[src/rtl/ecp_regs_pkg.sv]
// Package: shared constants, types and helpers for the parallel port
// host register front end.
// Assumes an 11-bit offset window above the port base address.
package ecp_regs_pkg;

    localparam int ADDR_W = 11;
    localparam int BYTE_W = 8;
    localparam int ENTRY_W = BYTE_W + 1;

    // Operating mode codes held in the extended control register
    typedef enum logic [2:0] {
        MD_SPP   = 3'b000,
        MD_BIDIR = 3'b001,
        MD_PFIFO = 3'b010,
        MD_ECP   = 3'b011,
        MD_EPP   = 3'b100,
        MD_RSVD  = 3'b101,
        MD_TEST  = 3'b110,
        MD_CFG   = 3'b111
    } port_mode_e;

    // Register offsets from the base address
    localparam logic [ADDR_W-1:0] OFS_DATA = 11'h000;
    localparam logic [ADDR_W-1:0] OFS_STAT = 11'h001;
    localparam logic [ADDR_W-1:0] OFS_CTRL = 11'h002;
    localparam logic [ADDR_W-1:0] OFS_FIFO = 11'h400;
    localparam logic [ADDR_W-1:0] OFS_CFGB = 11'h401;
    localparam logic [ADDR_W-1:0] OFS_XCTL = 11'h402;

    // Field positions
    localparam int CTRL_DIR_BIT  = 5;
    localparam int XCTL_MODE_LO  = 5;
    localparam int XCTL_MODE_HI  = 7;
    localparam int CFGB_EPP_BIT  = 0;

    // Queue entry tag values
    localparam logic TAG_CMD  = 1'b1;
    localparam logic TAG_DATA = 1'b0;

    // Source of the read data for one access
    typedef enum logic [2:0] {
        RS_NONE,
        RS_PINS,
        RS_STAT,
        RS_CTRL,
        RS_XCTL,
        RS_CFGA,
        RS_CFGB,
        RS_FIFO
    } rd_src_e;

    // Decoded strobes for one bus cycle
    typedef struct packed {
        logic    wr_latch;
        logic    push_cmd;
        logic    push_data;
        logic    wr_ctrl;
        logic    wr_xctl;
        logic    wr_cfgb;
        logic    pop;
        rd_src_e rd_src;
    } acc_dec_t;

    // True for modes that share the queue without flushing it
    function automatic logic in_queue_group(input port_mode_e m);
        return (m == MD_PFIFO) || (m == MD_ECP) || (m == MD_TEST);
    endfunction

endpackage

[src/rtl/ecp_access_decode.sv]
// Module: turns one host bus cycle into register strobes and a read source,
// based on the current mode.
// Assumes single-cycle strobes. An address-enable high vetoes the whole cycle.
module ecp_access_decode
    import ecp_regs_pkg::*;
(
    input  port_mode_e         mode,
    input  logic [ADDR_W-1:0]  addr,
    input  logic               wr,
    input  logic               rd,
    input  logic               aen,
    input  logic               dir,
    input  logic               q_empty,
    output acc_dec_t           dec
);

    logic go_wr;
    logic go_rd;

    // Qualify the strobes with the address enable
    always_comb begin
        go_wr = wr && !aen;
        go_rd = rd && !aen;
    end

    // Offset and mode decode
    always_comb begin
        dec        = '0;
        dec.rd_src = RS_NONE;
        case (addr)
            OFS_DATA: begin
                if (mode == MD_SPP || mode == MD_BIDIR) begin
                    dec.wr_latch = go_wr;
                    if (go_rd) dec.rd_src = RS_PINS;
                end else if (mode == MD_ECP) begin
                    dec.push_cmd = go_wr && !dir;
                end
            end
            OFS_STAT: begin
                if (go_rd) dec.rd_src = RS_STAT;
            end
            OFS_CTRL: begin
                dec.wr_ctrl = go_wr;
                if (go_rd) dec.rd_src = RS_CTRL;
            end
            OFS_XCTL: begin
                dec.wr_xctl = go_wr;
                if (go_rd) dec.rd_src = RS_XCTL;
            end
            OFS_FIFO: begin
                case (mode)
                    MD_PFIFO, MD_ECP: begin
                        dec.push_data = go_wr;
                    end
                    MD_TEST: begin
                        dec.push_data = go_wr;
                        if (go_rd && !q_empty) begin
                            dec.rd_src = RS_FIFO;
                            dec.pop    = 1'b1;
                        end
                    end
                    MD_CFG: begin
                        if (go_rd) dec.rd_src = RS_CFGA;
                    end
                    default: ;
                endcase
            end
            OFS_CFGB: begin
                if (mode == MD_CFG) begin
                    dec.wr_cfgb = go_wr;
                    if (go_rd) dec.rd_src = RS_CFGB;
                end
            end
            default: ;
        endcase
    end

endmodule

[src/rtl/ecp_tag_fifo.sv]
// Module: synchronous queue of tagged entries with push, pop and flush.
// Assumes a pop is only requested while the queue is not empty.
// A push while full is dropped, even if a pop happens in the same cycle.
// Flush has priority over push and pop.
module ecp_tag_fifo #(
    parameter int DEPTH = 16,
    parameter int WIDTH = 9
) (
    input  logic             clk,
    input  logic             rst_n,
    input  logic             push,
    input  logic [WIDTH-1:0] din,
    input  logic             pop,
    input  logic             flush,
    output logic [WIDTH-1:0] head,
    output logic             full,
    output logic             empty
);

    localparam int PW = $clog2(DEPTH);
    localparam int CW = $clog2(DEPTH + 1);
    localparam logic [PW-1:0] LAST = PW'(DEPTH - 1);

    logic [WIDTH-1:0] mem [DEPTH];
    logic [PW-1:0]    wr_ptr, rd_ptr, wr_nxt, rd_nxt;
    logic [CW-1:0]    count;
    logic             push_ok, pop_ok;

    // Pointer advance: natural wrap for power-of-two depths, compare otherwise
    generate
        if (DEPTH == (1 << PW)) begin : g_pow2
            assign wr_nxt = wr_ptr + 1'b1;
            assign rd_nxt = rd_ptr + 1'b1;
        end else begin : g_wrap
            assign wr_nxt = (wr_ptr == LAST) ? '0 : wr_ptr + 1'b1;
            assign rd_nxt = (rd_ptr == LAST) ? '0 : rd_ptr + 1'b1;
        end
    endgenerate

    // Qualify requests with the occupancy flags
    always_comb begin
        full    = (count == CW'(DEPTH));
        empty   = (count == '0);
        push_ok = push && !full && !flush;
        pop_ok  = pop && !empty && !flush;
        head    = mem[rd_ptr];
    end

    // Entry storage
    always_ff @(posedge clk) begin
        if (push_ok) mem[wr_ptr] <= din;
    end

    // Pointers and occupancy count
    always_ff @(posedge clk) begin
        if (!rst_n || flush) begin
            wr_ptr <= '0;
            rd_ptr <= '0;
            count  <= '0;
        end else begin
            if (push_ok) wr_ptr <= wr_nxt;
            if (pop_ok)  rd_ptr <= rd_nxt;
            case ({push_ok, pop_ok})
                2'b10:   count <= count + 1'b1;
                2'b01:   count <= count - 1'b1;
                default: count <= count;
            endcase
        end
    end

endmodule

[src/rtl/ecp_xctl_reg.sv]
// Module: holds the mode field of the extended control register.
// Gates mode 100 behind the configuration enable bit and requests a queue
// flush on mode changes that leave the queue-sharing group.
// Assumes the flush request is used in the same cycle as the write.
module ecp_xctl_reg
    import ecp_regs_pkg::*;
(
    input  logic              clk,
    input  logic              rst_n,
    input  logic              wr_en,
    input  logic [BYTE_W-1:0] wdata,
    input  logic              epp_allow,
    output port_mode_e        mode,
    output logic              flush
);

    port_mode_e req_mode;
    logic       accept;

    // Decide whether the requested mode is taken and whether it flushes
    always_comb begin
        req_mode = port_mode_e'(wdata[XCTL_MODE_HI:XCTL_MODE_LO]);
        accept   = wr_en && (req_mode != mode)
                   && ((req_mode != MD_EPP) || epp_allow);
        flush    = accept && !(in_queue_group(mode) && in_queue_group(req_mode));
    end

    // Mode register
    always_ff @(posedge clk) begin
        if (!rst_n)      mode <= MD_SPP;
        else if (accept) mode <= req_mode;
    end

endmodule

[src/rtl/ecp_host_regs.sv]
// Module: top of the parallel port host register front end.
// Decodes host cycles, keeps the data latch, control and configuration
// registers, and feeds the tagged transmit queue to a valid/ready consumer.
// Assumes single-cycle read/write strobes. Read data is registered.
module ecp_host_regs
    import ecp_regs_pkg::*;
#(
    parameter int                FIFO_DEPTH = 16,
    parameter logic [BYTE_W-1:0] CFGA_VALUE = 8'h10
) (
    input  logic              clk,
    input  logic              rst_n,
    input  logic              bus_aen,
    input  logic [ADDR_W-1:0] bus_addr,
    input  logic              bus_wr,
    input  logic              bus_rd,
    input  logic [BYTE_W-1:0] bus_wdata,
    output logic [BYTE_W-1:0] bus_rdata,
    input  logic [BYTE_W-1:0] pd_in,
    output logic [BYTE_W-1:0] pd_out,
    input  logic [BYTE_W-1:0] stat_in,
    output logic              tx_valid,
    output logic              tx_tag,
    output logic [BYTE_W-1:0] tx_data,
    input  logic              tx_ready
);

    acc_dec_t           dec;
    port_mode_e         cur_mode;
    logic               fifo_flush, fifo_full, fifo_empty;
    logic               fifo_push, fifo_pop, tx_take;
    logic [ENTRY_W-1:0] fifo_din, fifo_head;
    logic [BYTE_W-1:0]  ctrl_q, cfgb_q, rd_val;

    ecp_access_decode u_dec (
        .mode    (cur_mode),
        .addr    (bus_addr),
        .wr      (bus_wr),
        .rd      (bus_rd),
        .aen     (bus_aen),
        .dir     (ctrl_q[CTRL_DIR_BIT]),
        .q_empty (fifo_empty),
        .dec     (dec)
    );

    ecp_xctl_reg u_xctl (
        .clk       (clk),
        .rst_n     (rst_n),
        .wr_en     (dec.wr_xctl),
        .wdata     (bus_wdata),
        .epp_allow (cfgb_q[CFGB_EPP_BIT]),
        .mode      (cur_mode),
        .flush     (fifo_flush)
    );

    ecp_tag_fifo #(
        .DEPTH (FIFO_DEPTH),
        .WIDTH (ENTRY_W)
    ) u_fifo (
        .clk   (clk),
        .rst_n (rst_n),
        .push  (fifo_push),
        .din   (fifo_din),
        .pop   (fifo_pop),
        .flush (fifo_flush),
        .head  (fifo_head),
        .full  (fifo_full),
        .empty (fifo_empty)
    );

    // Queue feed and transmitter handshake
    always_comb begin
        fifo_push = dec.push_cmd || dec.push_data;
        fifo_din  = {dec.push_cmd ? TAG_CMD : TAG_DATA, bus_wdata};
        tx_valid  = !fifo_empty && (cur_mode == MD_PFIFO || cur_mode == MD_ECP);
        tx_take   = tx_valid && tx_ready;
        fifo_pop  = dec.pop || tx_take;
        tx_data   = fifo_head[BYTE_W-1:0];
        tx_tag    = fifo_head[ENTRY_W-1];
    end

    // Output data latch
    always_ff @(posedge clk) begin
        if (!rst_n)            pd_out <= '0;
        else if (dec.wr_latch) pd_out <= bus_wdata;
    end

    // Control and configuration B registers
    always_ff @(posedge clk) begin
        if (!rst_n) begin
            ctrl_q <= '0;
            cfgb_q <= '0;
        end else begin
            if (dec.wr_ctrl) ctrl_q <= bus_wdata;
            if (dec.wr_cfgb) cfgb_q <= bus_wdata;
        end
    end

    // Read data selection
    always_comb begin
        case (dec.rd_src)
            RS_PINS: rd_val = pd_in;
            RS_STAT: rd_val = stat_in;
            RS_CTRL: rd_val = ctrl_q;
            RS_XCTL: rd_val = {cur_mode, 3'b000, fifo_full, fifo_empty};
            RS_CFGA: rd_val = CFGA_VALUE;
            RS_CFGB: rd_val = cfgb_q;
            RS_FIFO: rd_val = fifo_head[BYTE_W-1:0];
            default: rd_val = '0;
        endcase
    end

    // Registered read data, updated only on accepted reads
    always_ff @(posedge clk) begin
        if (!rst_n)                   bus_rdata <= '0;
        else if (bus_rd && !bus_aen)  bus_rdata <= rd_val;
    end

endmodule

[config.mk]
export PLATFORM = sky130hd
export DESIGN_NAME = ecp_host_regs
export DESIGN_NICKNAME = d
export VERILOG_FILES = /design/src/rtl/ecp_regs_pkg.sv /design/src/rtl/ecp_access_decode.sv /design/src/rtl/ecp_tag_fifo.sv /design/src/rtl/ecp_xctl_reg.sv /design/src/rtl/ecp_host_regs.sv
export SDC_FILE = /design/constraint.sdc
export NUM_CORES = 1
export LEC_CHECK = 0
export ABC_AREA = 1
export BUFFER_PORTS_ARGS = -buffer_cell sky130_fd_sc_hd__buf_2
export CORE_MARGIN = 1
export CORE_UTILIZATION = 31
export DETAILED_ROUTE_END_ITERATION = 8
export GPL_ROUTABILITY_DRIVEN = 0
export PLACE_DENSITY_LB_ADDON = 0.08
export SYNTH_ARGS = -nofsm -noshare
export SYNTH_HDL_FRONTEND = slang
export SYNTH_SLANG_ARGS = --single-unit
export TNS_END_PERCENT = 10
[constraint.sdc]
create_clock -name clk -period 2.4 [get_ports clk]
set_input_delay 0.12 -clock clk [delete_from_list [all_inputs] [get_ports clk]]
set_output_delay 0.12 -clock clk [all_outputs]
set_load 0.02 [all_outputs]
==> metrics.txt <==
# TYPE chip_impl_metric gauge
chip_impl_metric{name="grt_first_pass_wirelength",unit="um"} 37290
chip_impl_metric{name="finalMaxSlewViolations",unit=""} 0
chip_impl_metric{name="synth_xor_xnor_area_share",unit="%"} 0.7074
chip_impl_metric{name="max-cap-violations",unit=""} 0
chip_impl_metric{name="dr.pass1.iters",unit=""} 6
chip_impl_info{name="crit_path_start_kind",value="flip-flop"} 1
chip_impl_metric{name="power-per-cell-area",unit="mW/mm2"} 633.4
chip_impl_metric{name="clk_latency",unit="ns"} 0.44
chip_impl_metric{name="totalWireLength",unit="um"} 23690
chip_impl_info{name="crit-reg2reg-launch",value="u_xctl.mode[1]"} 1
chip_impl_metric{name="core_region_area",unit="mm2"} 0.02718
chip_impl_metric{name="finClkSkew",unit="ns"} 0.01508
chip_impl_metric{name="worst-endpoint-arrival",unit="ns"} 2.63
chip_impl_metric{name="place.detailed.instances",unit=""} 1343
chip_impl_metric{name="synth_area_per_cell",unit="um2"} 9.894
chip_impl_metric{name="leakagePower",unit="nW"} 3.996
chip_impl_metric{name="worst_hold_path_cells",unit=""} 3
chip_impl_info{name="hold_path_end",value="cfgb_q[7]"} 1
chip_impl_metric{name="critPathRequiredTime",unit="ns"} 2.71
chip_impl_metric{name="synth_sequential_area_ratio",unit="%"} 61.90
chip_impl_metric{name="synth_cells",unit=""} 876
chip_impl_metric{name="die-area",unit="mm2"} 0.02863
chip_impl_metric{name="synth_cell_types",unit=""} 42
chip_impl_metric{name="place_area",unit="mm2"} 0.009828
chip_impl_metric{name="floorplan.initialDensity",unit="%"} 31.89
chip_impl_metric{name="synth_warnings",unit=""} 0
chip_impl_metric{name="dpl.hpwl",unit="um"} 16180
chip_impl_metric{name="post_route_cells_drive_above_1_share",unit="%"} 21.90
chip_impl_metric{name="drt_first_iter_violations",unit=""} 411
chip_impl_metric{name="globalRoute.totalOverflow",unit=""} 0
chip_impl_metric{name="syn_to_final_growth",unit="%"} 21.45
chip_impl_metric{name="irDropWorstVdd",unit="V"} 0.0003648
chip_impl_info{name="yosys.area.top_type",value="edfxtp_1"} 1
chip_impl_metric{name="synth_fa_ha_area_share",unit="%"} 1.530
chip_impl_metric{name="timing.reg2reg.setup_slack",unit="ns"} 0.09
chip_impl_metric{name="max_clock_freq",unit="MHz"} 432.1
chip_impl_info{name="endpoint_kind",value="flip-flop"} 1
chip_impl_metric{name="cts_num_sinks",unit=""} 196
chip_impl_metric{name="min_cycle_time_layout",unit="ns"} 2.315
chip_impl_metric{name="die_w",unit="um"} 169.2
chip_impl_info{name="path_class",value="flip-flop to flip-flop"} 1
chip_impl_metric{name="route.detailed.drc",unit=""} 0
chip_impl_metric{name="grt_usage",unit="%"} 17.46
chip_impl_metric{name="floorplan.io_pins",unit=""} 67
chip_impl_metric{name="number_of_buffers_between_clock_root_and_the_deepest_sink",unit=""} 2
chip_impl_info{name="status",value="completed"} 1
chip_impl_info{name="min_path_type",value="input port to flip-flop"} 1
chip_impl_metric{name="ys_async_sr_fraction",unit="%"} 0
chip_impl_info{name="rsz_0062_raised_after_global_routing",value="yes"} 1
chip_impl_metric{name="synth_simple_gate_area_share",unit="%"} 19.23
chip_impl_metric{name="setup_viol_count_final",unit=""} 0
chip_impl_metric{name="yosys.area.top_type_share",unit="%"} 49.89
chip_impl_metric{name="final_antenna_net_count",unit=""} 0
chip_impl_info{name="clock_tree.root_cell",value="clkbuf_16"} 1
chip_impl_metric{name="fin_nets",unit=""} 1047
chip_impl_metric{name="final-hold-violation-count",unit=""} 0
chip_impl_info{name="main_combinational_cell_family_by_area_after_synthesis",value="simple AND/OR/NAND/NOR gates"} 1
chip_impl_metric{name="syn-num-nets",unit=""} 927
chip_impl_info{name="synth_area_leaders",value="edfxtp_1 (50%), dfxtp_1 (12%), nor2_1 (6.9%)"} 1
chip_impl_metric{name="worst-r2r-cell-count",unit=""} 15
chip_impl_metric{name="timing.critical_path.fanout_max",unit=""} 4
chip_impl_metric{name="clk_transition_reported_paths",unit="ns"} 0.08
chip_impl_metric{name="cts_hold_repair.buffers",unit=""} 0
chip_impl_metric{name="vias",unit=""} 6322
chip_impl_metric{name="number_of_antenna_violations_at_the_first_check_in_global_routing",unit=""} 0
chip_impl_info{name="tritoncts",value="yes"} 1
chip_impl_metric{name="n_antenna_cell",unit=""} 0
chip_impl_metric{name="routed_wire_length_per_instance",unit="um"} 17.15
chip_impl_info{name="synth_flop_cell",value="edfxtp_1"} 1
chip_impl_metric{name="buffer_ports.inserted",unit=""} 66
chip_impl_metric{name="number_of_global_route_vias_before_repair",unit=""} 6291
chip_impl_metric{name="pin_count_of_the_biggest_net_entering_global_routing",unit=""} 60
chip_impl_metric{name="relSlewSlack",unit="%"} 60.14
chip_impl_info{name="rr_endpoint",value="u_fifo.count[4]"} 1
chip_impl_metric{name="htree_num_levels",unit=""} 4
chip_impl_metric{name="synth_mux_area_share",unit="%"} 0
chip_impl_metric{name="postSynthRegisterBits",unit=""} 196
chip_impl_metric{name="row_count",unit=""} 60
chip_impl_metric{name="worst-slew-pin-transition",unit="ns"} 0.5973
chip_impl_metric{name="die_h",unit="um"} 169.2
chip_impl_metric{name="cts_inserted_buffers",unit=""} 17
chip_impl_metric{name="synth-compound-area-share",unit="%"} 10.38
chip_impl_metric{name="post_synth_instance_area",unit="mm2"} 0.008667
chip_impl_metric{name="post_route_fraction_of_the_period_consumed_by_the_critical_path",unit="%"} 96.44
chip_impl_metric{name="vias_per_cell",unit=""} 4.578
chip_impl_metric{name="final.fill_count",unit=""} 2757
chip_impl_metric{name="finish.instance_area",unit="mm2"} 0.01053
chip_impl_metric{name="fin_cells",unit=""} 1381
chip_impl_info{name="min-delay-start",value="bus_wdata[7]"} 1
chip_impl_metric{name="synth_enable_flop_cells",unit=""} 144
## power by group
part	switching, mW	internal (mW)	total, mW
combinational	0.108	0.0454	0.153
clock	1.37	1.53	2.90
sequential	0.0000547	3.62	3.62
## logic make-up (layout without fill, tap and decap cells)
group	count (synthesis)	count (layout)
compound gates	163	163
xor+xnor	7	7
buf+inv	125	258
flops	196	196
simple gates	375	375
fa+ha+maj	10	10
## worst max-delay path by stage
stage	cells after the start	start	end
4_1_cts	15	u_xctl.mode[1]	u_fifo.count[4]
5_1_grt	16	u_xctl.mode[1]	u_fifo.count[4]
6_report	15	u_xctl.mode[1]	u_fifo.count[4]
3_3_place_gp	14	u_xctl.mode[1]	u_fifo.count[4]
2_1_floorplan	17	u_xctl.mode[2]	u_fifo.count[4]
3_5_place_dp	15	u_xctl.mode[1]	u_fifo.count[4]
## sequential cells by signal, indices dropped and copies added (netlist names), named ones only
| name | count |
|---|---|
| u_xctl.mode | 3 |
| bus_rdata | 8 |
| u_fifo.rd_ptr | 4 |
| u_fifo.count | 5 |
| u_fifo.mem | 144 |
| u_fifo.wr_ptr | 4 |
| ctrl_q | 8 |
| cfgb_q | 8 |
| pd_out | 8 |
## cells in the final DEF (no fill, tap or decap), types with 4 or more instances in the layout
master,n
nor2_1,154
inv_1,80
inv_4,5
nand2_1,107
o21ai_1,8
o21ai_0,86
o211ai_1,22
nor2_2,6
ha_1,6
nand3_1,61
edfxtp_1,144
a21oi_1,36
a211oi_1,4
nand2_2,12
buf_2,66
xor2_1,4
buf_4,66
nand4_1,12
dfxtp_1,48
clkbuf_16,18
nand3_2,5
inv_2,5
inv_6,4
## what timing repair did
item,in CTS,in global routing
pin swaps,1,11
endpoints found under the setup margin,5,4
setup buffers,0,6
resized for setup,7,18
## critical path, stage by stage, from the launching register on
cell and delay, ns:
dfxtp_4 0.37, inv_1 0.08, a21oi_2 0.13, buf_4 0.12
nand3_1 0.10, nand2_2 0.10, nand3_4 0.08, ha_4 0.19
ha_4 0.23, nand2_2 0.07, nor2_2 0.04, a211oi_2 0.23
o21ai_1 0.10, a21oi_1 0.15, nand2_1 0.06, nor3b_1 0.13
## cell usage after synthesis, types with 4 or more instances
library cell  number
o21ai_0           87
buf_6              5
o21ai_1            7
nand3_1           65
xor2_1             4
nand4_1           12
ha_1               9
inv_1             84
clkbuf_1          13
buf_2             11
dfxtp_1           52
o211ai_1          22
buf_4              4
nand2_2            9
nand2_1          110
edfxtp_1         144
nor2_1           159
a211oi_1           5
a21oi_1           37
## per-stage QoR
| step | setup slack [ns] | util (%) | hold slack, ns | power (mW) | TNS [ns] |
|---|---|---|---|---|---|
| floorplan | 0.008893 | - | 0.2189 | 3.737 | 0 |
| global placement | -0.01496 | 36.16 | 0.4333 | 3.854 | -0.01496 |
| detailed placement | -0.05385 | 36.16 | 0.4345 | 3.853 | -0.05385 |
| CTS | 0.03630 | 38.38 | 0.07833 | 6.730 | 0 |
| global route | -0.1318 | 38.73 | 0.09498 | 6.889 | -0.1318 |
| finish | 0.08548 | 38.73 | 0.08173 | 6.668 | 0 |
## metal layers
| metal | wire length [um] | GRT usage [%] | up-vias |
|---|---|---|---|
| met5 | 0 | 0 | - |
| met4 | 469 | 5.758 | 0 |
| met3 | 612 | 2.519 | 22 |
| met2 | 10600 | 27.18 | 102 |
| met1 | 12010 | 24.91 | 2973 |
| li1 | - | - | 3225 |
## final cells by class
class / instances / area, um2 / area share (%)
Clock inverter: 14 / 142.6 / 1.355
Inverter: 90 / 346.6 / 3.293
Clock buffer: 18 / 450.4 / 4.279
Multi-Input combinational cell: 555 / 2849 / 27.07
Timing Repair Buffer: 136 / 897.1 / 8.523
Tap cell: 372 / 465.4 / 4.422
Sequential cell: 196 / 5375 / 51.06
(Power assumes the default switching activity.)
